`src/rtl/ext_pkg.sv`:
```
package ext_pkg;

  localparam int unsigned DW = 16;

  typedef logic [DW-1:0] rd_t;

  typedef enum logic [1:0] {
    K_VPK  = 2'd0,
    K_VMIN = 2'd1,
    K_IPK  = 2'd2,
    K_TPK  = 2'd3
  } reg_kind_e;

  function automatic logic beats_high(input rd_t cur, input rd_t nw);
    return nw > cur;
  endfunction

  function automatic logic beats_low(input rd_t cur, input rd_t nw);
    return nw < cur;
  endfunction

  function automatic logic rail_on(input rd_t v);
    return v != '0;
  endfunction

endpackage

```
`src/rtl/ext_pwr_lane.sv`:
```
module ext_pwr_lane
  import ext_pkg::*;
#(
  parameter rd_t VMIN_INIT = 16'h7FFF
) (
  input  logic clk,
  input  logic rst_n,
  input  logic smp_valid,
  input  rd_t  v_in,
  input  rd_t  i_in,
  input  logic wr_vpk,
  input  logic wr_vmin,
  input  logic wr_ipk,
  input  rd_t  wdata,
  output rd_t  vpk_q,
  output rd_t  vmin_q,
  output rd_t  ipk_q,
  output logic vpk_upd,
  output logic vmin_upd,
  output logic ipk_upd
);

  logic live;

  assign live     = smp_valid && rail_on(v_in);
  assign vpk_upd  = live && beats_high(vpk_q, v_in);
  assign vmin_upd = live && beats_low(vmin_q, v_in);
  assign ipk_upd  = live && beats_high(ipk_q, i_in);

  always_ff @(posedge clk or negedge rst_n) begin
    if (!rst_n) begin
      vpk_q  <= '0;
      vmin_q <= VMIN_INIT;
      ipk_q  <= '0;
    end else begin
      if (wr_vpk)        vpk_q <= wdata;
      else if (vpk_upd)  vpk_q <= v_in;
      if (wr_vmin)       vmin_q <= wdata;
      else if (vmin_upd) vmin_q <= v_in;
      if (wr_ipk)        ipk_q <= wdata;
      else if (ipk_upd)  ipk_q <= i_in;
    end
  end

endmodule

```
`src/rtl/ext_tmp_lane.sv`:
```
module ext_tmp_lane
  import ext_pkg::*;
(
  input  logic clk,
  input  logic rst_n,
  input  logic smp_valid,
  input  rd_t  t_in,
  input  logic wr_tpk,
  input  rd_t  wdata,
  output rd_t  tpk_q,
  output logic tpk_upd
);

  assign tpk_upd = smp_valid && beats_high(tpk_q, t_in);

  always_ff @(posedge clk or negedge rst_n) begin
    if (!rst_n)       tpk_q <= '0;
    else if (wr_tpk)  tpk_q <= wdata;
    else if (tpk_upd) tpk_q <= t_in;
  end

endmodule

```
`src/rtl/ext_host_port.sv`:
```
module ext_host_port
  import ext_pkg::*;
#(
  parameter int unsigned N_PWR = 16,
  parameter int unsigned N_TMP = 5,
  parameter int unsigned CH_W  = 4
) (
  input  logic              wr_en,
  input  logic [CH_W+1:0]   addr,
  input  rd_t               vpk_arr  [N_PWR],
  input  rd_t               vmin_arr [N_PWR],
  input  rd_t               ipk_arr  [N_PWR],
  input  rd_t               tpk_arr  [N_TMP],
  output logic [N_PWR-1:0]  wr_vpk,
  output logic [N_PWR-1:0]  wr_vmin,
  output logic [N_PWR-1:0]  wr_ipk,
  output logic [N_TMP-1:0]  wr_tpk,
  output rd_t               rdata
);

  reg_kind_e        kind;
  logic [CH_W-1:0]  ch;

  assign kind = reg_kind_e'(addr[CH_W+1:CH_W]);
  assign ch   = addr[CH_W-1:0];

  for (genvar p = 0; p < N_PWR; p++) begin : g_pwr_dec
    logic hit;
    assign hit        = wr_en && (ch == CH_W'(p));
    assign wr_vpk[p]  = hit && (kind == K_VPK);
    assign wr_vmin[p] = hit && (kind == K_VMIN);
    assign wr_ipk[p]  = hit && (kind == K_IPK);
  end

  for (genvar t = 0; t < N_TMP; t++) begin : g_tmp_dec
    assign wr_tpk[t] = wr_en && (kind == K_TPK) && (ch == CH_W'(t));
  end

  always_comb begin
    rdata = '0;
    unique case (kind)
      K_VPK: for (int k = 0; k < N_PWR; k++) if (ch == CH_W'(k)) rdata = vpk_arr[k];
      K_VMIN: for (int k = 0; k < N_PWR; k++) if (ch == CH_W'(k)) rdata = vmin_arr[k];
      K_IPK: for (int k = 0; k < N_PWR; k++) if (ch == CH_W'(k)) rdata = ipk_arr[k];
      K_TPK: for (int k = 0; k < N_TMP; k++) if (ch == CH_W'(k)) rdata = tpk_arr[k];
      default: rdata = '0;
    endcase
  end

endmodule

```
`src/rtl/extreme_tracker.sv`:
```
module extreme_tracker
  import ext_pkg::*;
#(
  parameter int unsigned N_PWR     = 16,
  parameter int unsigned N_TMP     = 5,
  parameter rd_t         VMIN_INIT = 16'h7FFF,
  localparam int unsigned MAXN     = (N_PWR > N_TMP) ? N_PWR : N_TMP,
  localparam int unsigned CH_W     = ($clog2(MAXN) < 1) ? 1 : $clog2(MAXN),
  localparam int unsigned AW       = CH_W + 2
) (
  input  logic               clk,
  input  logic               rst_n,
  input  logic               smp_valid,
  input  logic [N_PWR*DW-1:0] vin_bus,
  input  logic [N_PWR*DW-1:0] iin_bus,
  input  logic [N_TMP*DW-1:0] tin_bus,
  input  logic               host_wr_en,
  input  logic [AW-1:0]      host_addr,
  input  logic [DW-1:0]      host_wdata,
  output logic [DW-1:0]      host_rdata
);

  rd_t v_arr    [N_PWR];
  rd_t i_arr    [N_PWR];
  rd_t t_arr    [N_TMP];
  rd_t vpk_arr  [N_PWR];
  rd_t vmin_arr [N_PWR];
  rd_t ipk_arr  [N_PWR];
  rd_t tpk_arr  [N_TMP];

  logic [N_PWR-1:0] wr_vpk, wr_vmin, wr_ipk;
  logic [N_TMP-1:0] wr_tpk;
  logic [N_PWR-1:0] vpk_upd, vmin_upd, ipk_upd;
  logic [N_TMP-1:0] tpk_upd;

  for (genvar p = 0; p < N_PWR; p++) begin : g_pwr
    assign v_arr[p] = vin_bus[p*DW +: DW];
    assign i_arr[p] = iin_bus[p*DW +: DW];

    ext_pwr_lane #(.VMIN_INIT(VMIN_INIT)) u_lane (
      .clk      (clk),
      .rst_n    (rst_n),
      .smp_valid(smp_valid),
      .v_in     (v_arr[p]),
      .i_in     (i_arr[p]),
      .wr_vpk   (wr_vpk[p]),
      .wr_vmin  (wr_vmin[p]),
      .wr_ipk   (wr_ipk[p]),
      .wdata    (host_wdata),
      .vpk_q    (vpk_arr[p]),
      .vmin_q   (vmin_arr[p]),
      .ipk_q    (ipk_arr[p]),
      .vpk_upd  (vpk_upd[p]),
      .vmin_upd (vmin_upd[p]),
      .ipk_upd  (ipk_upd[p])
    );
  end

  for (genvar t = 0; t < N_TMP; t++) begin : g_tmp
    assign t_arr[t] = tin_bus[t*DW +: DW];

    ext_tmp_lane u_lane (
      .clk      (clk),
      .rst_n    (rst_n),
      .smp_valid(smp_valid),
      .t_in     (t_arr[t]),
      .wr_tpk   (wr_tpk[t]),
      .wdata    (host_wdata),
      .tpk_q    (tpk_arr[t]),
      .tpk_upd  (tpk_upd[t])
    );
  end

  ext_host_port #(.N_PWR(N_PWR), .N_TMP(N_TMP), .CH_W(CH_W)) u_host (
    .wr_en   (host_wr_en),
    .addr    (host_addr),
    .vpk_arr (vpk_arr),
    .vmin_arr(vmin_arr),
    .ipk_arr (ipk_arr),
    .tpk_arr (tpk_arr),
    .wr_vpk  (wr_vpk),
    .wr_vmin (wr_vmin),
    .wr_ipk  (wr_ipk),
    .wr_tpk  (wr_tpk),
    .rdata   (host_rdata)
  );

endmodule

```
`config.mk`:
```
export PLATFORM = sky130hd
export DESIGN_NAME = extreme_tracker
export DESIGN_NICKNAME = d
export VERILOG_FILES = /design/src/rtl/ext_pkg.sv /design/src/rtl/ext_pwr_lane.sv /design/src/rtl/ext_tmp_lane.sv /design/src/rtl/ext_host_port.sv /design/src/rtl/extreme_tracker.sv
export SDC_FILE = /design/constraint.sdc
export NUM_CORES = 2
export LEC_CHECK = 0
export ABC_AREA = 1
export BUFFER_PORTS_ARGS = -buffer_cell sky130_fd_sc_hd__clkbuf_2
export CELL_PAD_IN_SITES_DETAIL_PLACEMENT = 0
export CELL_PAD_IN_SITES_GLOBAL_PLACEMENT = 2
export CORE_AREA = 2 2 471 473
export CTS_CLUSTER_DIAMETER = 80
export DETAILED_ROUTE_END_ITERATION = 10
export DIE_AREA = 0 0 473 475
export GPL_TIMING_DRIVEN = 0
export PLACE_DENSITY = 0.79
export SYNTH_ARGS = -nofsm -noshare
export SYNTH_HDL_FRONTEND = slang
export SYNTH_SLANG_ARGS = --single-unit
```
`constraint.sdc`:
```
create_clock -name clk -period 2.2 [get_ports clk]
set_clock_uncertainty 0.2 [all_clocks]
set_input_delay 0.44 -clock clk [delete_from_list [all_inputs] [get_ports clk]]
set_output_delay 0.44 -clock clk [all_outputs]
set_load 0.01 [all_outputs]
```
==> reports/metrics.cfg <==
[logic_synthesis]
ys_top_cells_by_area = dfrtp_1, ha_1, nand2_1
synth_top_family_by_area = simple AND/OR/NAND/NOR gates
netlist_area_um2 = 67700
yosys.area.top_type = dfrtp_1
synthCells = 9703
muxShareOfSynthArea_pct = 0
synth_cell_type_count = 50
yosysTopAreaCellShare_pct = 22.5
yosysWarnings = 0
yosys.area_share.simple_pct = 24.4
syn_nets = 11200
synthArstFlopShare_pct = 100
yosysSeqAreaShare_pct = 31.8
synth_xor_xnor_area_share_pct = 0
ys.flop_type = dfrtp_1
synth-adder-area-share_pct = 15.4
synth_edf_count = 0
synth-seq-cells = 848
syn_avg_cell_area_um2 = 6.97
synth_compound_area_share_pct = 19.0

[route]
initialDrtViolationCount = 9319
drtAntennaViolNets = 0
drt_pass1_iterations = 8
vias = 80700
vias_per_cell = 5.66
wl_per_cell_um = 30.3
drc_errors = 0
drt-total-wl_um = 432000

[clocking]
cts.sinks = 848
clk_pin_slew_ns = 0.06
cts_hold_buf = 608
cts_max_level = 3
clk_path_buf_depth = 3
cts_tree = built
cts-buffers-inserted = 120
clock-root-buffer = clkbuf_16
clk_latency_ns = 0.82

[sta]
min_period_ns = 4.67
fin_crit_sh_pct = 212
setup_viol = 851
max_slew_margin_pct = -9.32
hold_viol = 110
fmax_mhz = 214
rsz0062_at_grt = yes
slew_viol_final = 76
setup_ws_ns = -2.47
tightestPinTransition_ns = 1.64
hold_ws_ns = -0.564

[pwr]
p_sw_share_pct = 45.2
p_sw_uw = 45500
p_leak_uw = 0.0442
seqPwrFrac_pct = 30.6
p_comb_share_pct = 47.7
vdd_drop_max_mv = 0.639
internal-power_uw = 55100
powerDensity_nw_per_um2 = 1110
p_clk_share_pct = 21.7

[critical_path]
cp.arrival_ns = 4.03
worstSetupPathType = flip-flop to output pin
required_ns = 1.56
worstSetupEndpointType = output pin
slowest_stage = dfrtp_1
crit_chain = nand3_1, nand3_1, nor2_2, nand4_1, nand2_1, nand4_1, nor2_1, nand4_1, nand2_1, nand4_1, clkbuf_2
crit_top_cell = nand4_1
crit_fanout = 3
max_stage_delay_ns = 0.48
worstSetupStartpointType = flip-flop

[cells_and_area]
drive_gt1_share_pct = 18.2
fill_cells = 23200
fin_nets = 12700
area_delta_synth_final_pct = 33.9
layout.cells.non_filler = 14200
fin_util_pct = 41.4
layout_commonest_cell = nand2_1
layout_common_cells = nand2_1, o21ai_0, inv_1

[floorplanning]
die_width_um = 473
chipHeight_um = 475
start_util_pct = 30.9
core_area_um2 = 219000
design.portCount = 634
dieArea_um2 = 225000
fp-row-count = 172

[place]
dp_hpwl_um = 312000
io_buffers = 631
place_inst = 13200
gp_congestion = 1.01

[grt]
grt_overflow = 0
grt.total_usage_pct = 37.1
met1_usage_pct = 46.9
grt_pass1_wl_um = 589000
grt-busiest-layer = met2
antenna_found_initial = 95
use_met3_pct = 8.42
grt_max_degree = 99
grt_pass1_vias = 76600
met2_usage_pct = 55.9

[worst_hold_path]
hold_class = primary input to async pin

[job]
drv_cap = 9

[run_status]
status = finished, violations left
violations = hold timing, capacitance limit, slew limit, setup timing

-- final cells by class --
cell class / count / area [um^2] / share of cell area, %
Multi-Input combinational cell: 7194 / 42700 / 47.1
Sequential cell: 848 / 21500 / 23.8
Timing Repair Buffer: 1387 / 11100 / 12.3
Inverter: 1145 / 4350 / 4.80
Tap cell: 2871 / 3590 / 3.96
Clock buffer: 171 / 3520 / 3.88
Buffer: 516 / 2820 / 3.12
Clock inverter: 56 / 771 / 0.851
Antenna cell: 57 / 143 / 0.157
-- through the flow --
| stage | total power (uW) | setup WS [ns] | setup TNS, ns | area [um^2] |
|---|---|---|---|---|
| after global placement | 70000 | -22.71 | - | 74700 |
| after floorplan | 53700 | -0.146 | -2.07 | 68000 |
| after detailed placement | 70900 | -3.39 | -1685.88 | 75200 |
| after global routing | 107000 | -2.39 | -375.61 | 90500 |
| final | 101000 | -2.47 | -264.03 | 90600 |
| after CTS | 95700 | -2.33 | -311.25 | 87700 |
-- power by group through the flow --
| stage | clock network (uW) | registers (uW) | logic, uW |
|---|---|---|---|
| finish | 21900 | 30800 | 48000 |
| global route | 22500 | 31300 | 53100 |
| CTS | 21900 | 30400 | 43400 |
| detailed placement | 0 | 30500 | 40300 |
| global placement | 0 | 30600 | 39400 |
| floorplan | 0 | 27600 | 26200 |
-- path summary, 6_finish.rpt --
path,from,to,slack (ns),cells after the start
max in group asynchronous,rst_n,g_pwr[8].u_lane.ipk_q[7]$_DFFE_PN0P_,0.29,4
worst min-delay path,rst_n,g_tmp[2].u_lane.tpk_q[11]$_DFFE_PN0P_,-0.56,1
worst max register to register,g_pwr[6].u_lane.vpk_q[3]$_DFFE_PN0P_,g_pwr[6].u_lane.vpk_q[15]$_DFFE_PN0P_,-0.51,13
worst max-delay path,g_pwr[2].u_lane.vpk_q[0]$_DFFE_PN0P_,host_rdata[0],-2.47,11
worst min register to register,g_pwr[13].u_lane.vmin_q[6]$_DFFE_PN1P_,g_pwr[13].u_lane.vmin_q[6]$_DFFE_PN1P_,0.29,2
min in group clk,host_wdata[13],g_pwr[1].u_lane.ipk_q[13]$_DFFE_PN0P_,0.02,5
-- registers in the layout, indices dropped and copies added (netlist names) --
register,cells
g_pwr.u_lane.ipk_q,256
g_tmp.u_lane.tpk_q,80
g_pwr.u_lane.vpk_q,256
g_pwr.u_lane.vmin_q,256
-- worst max-delay path: cells and delay by family, from the launching register on --
family,cells,cell delay (ns)
buf+inv,1,0.22
flops,1,0.48
simple gates,10,2.49
-- cells by family after synthesis --
logic type | count (synthesis)
compound gates | 2362
fa+ha+maj | 832
buf+inv | 1661
flops | 848
simple gates | 4000
-- cell usage after synthesis (71+ instances only) --
master / count
a21oi_1: 528
buf_2: 75
clkbuf_1: 407
dfrtp_1: 608
dfstp_2: 240
ha_1: 832
inv_1: 1125
nand2_1: 2769
nand3_1: 464
nand4_1: 187
nor2_1: 409
nor4_1: 71
o211ai_1: 93
o21ai_0: 1451
o221ai_1: 80
-- layer usage --
| layer | share of wire [%] | wire length (um) | vias up |
|---|---|---|---|
| met2 | 43 | 184000 | 4665 |
| li1 | - | - | 35600 |
| met5 | 0.043 | 184 | - |
| met3 | 9.7 | 41700 | 1271 |
| met1 | 39 | 170000 | 39100 |
| met4 | 8.2 | 35600 | 30 |
-- repair_timing --
item | CTS | global route
endpoints found under the hold margin | 910 | 70
resized for setup | 499 | 661
buffers inserted | 25 | 77
setup endpoints to repair | 862 | 863
pin swaps | 181 | 224
gates cloned | 7 | 18
Note: power is estimated with default switching activity, not from simulation.
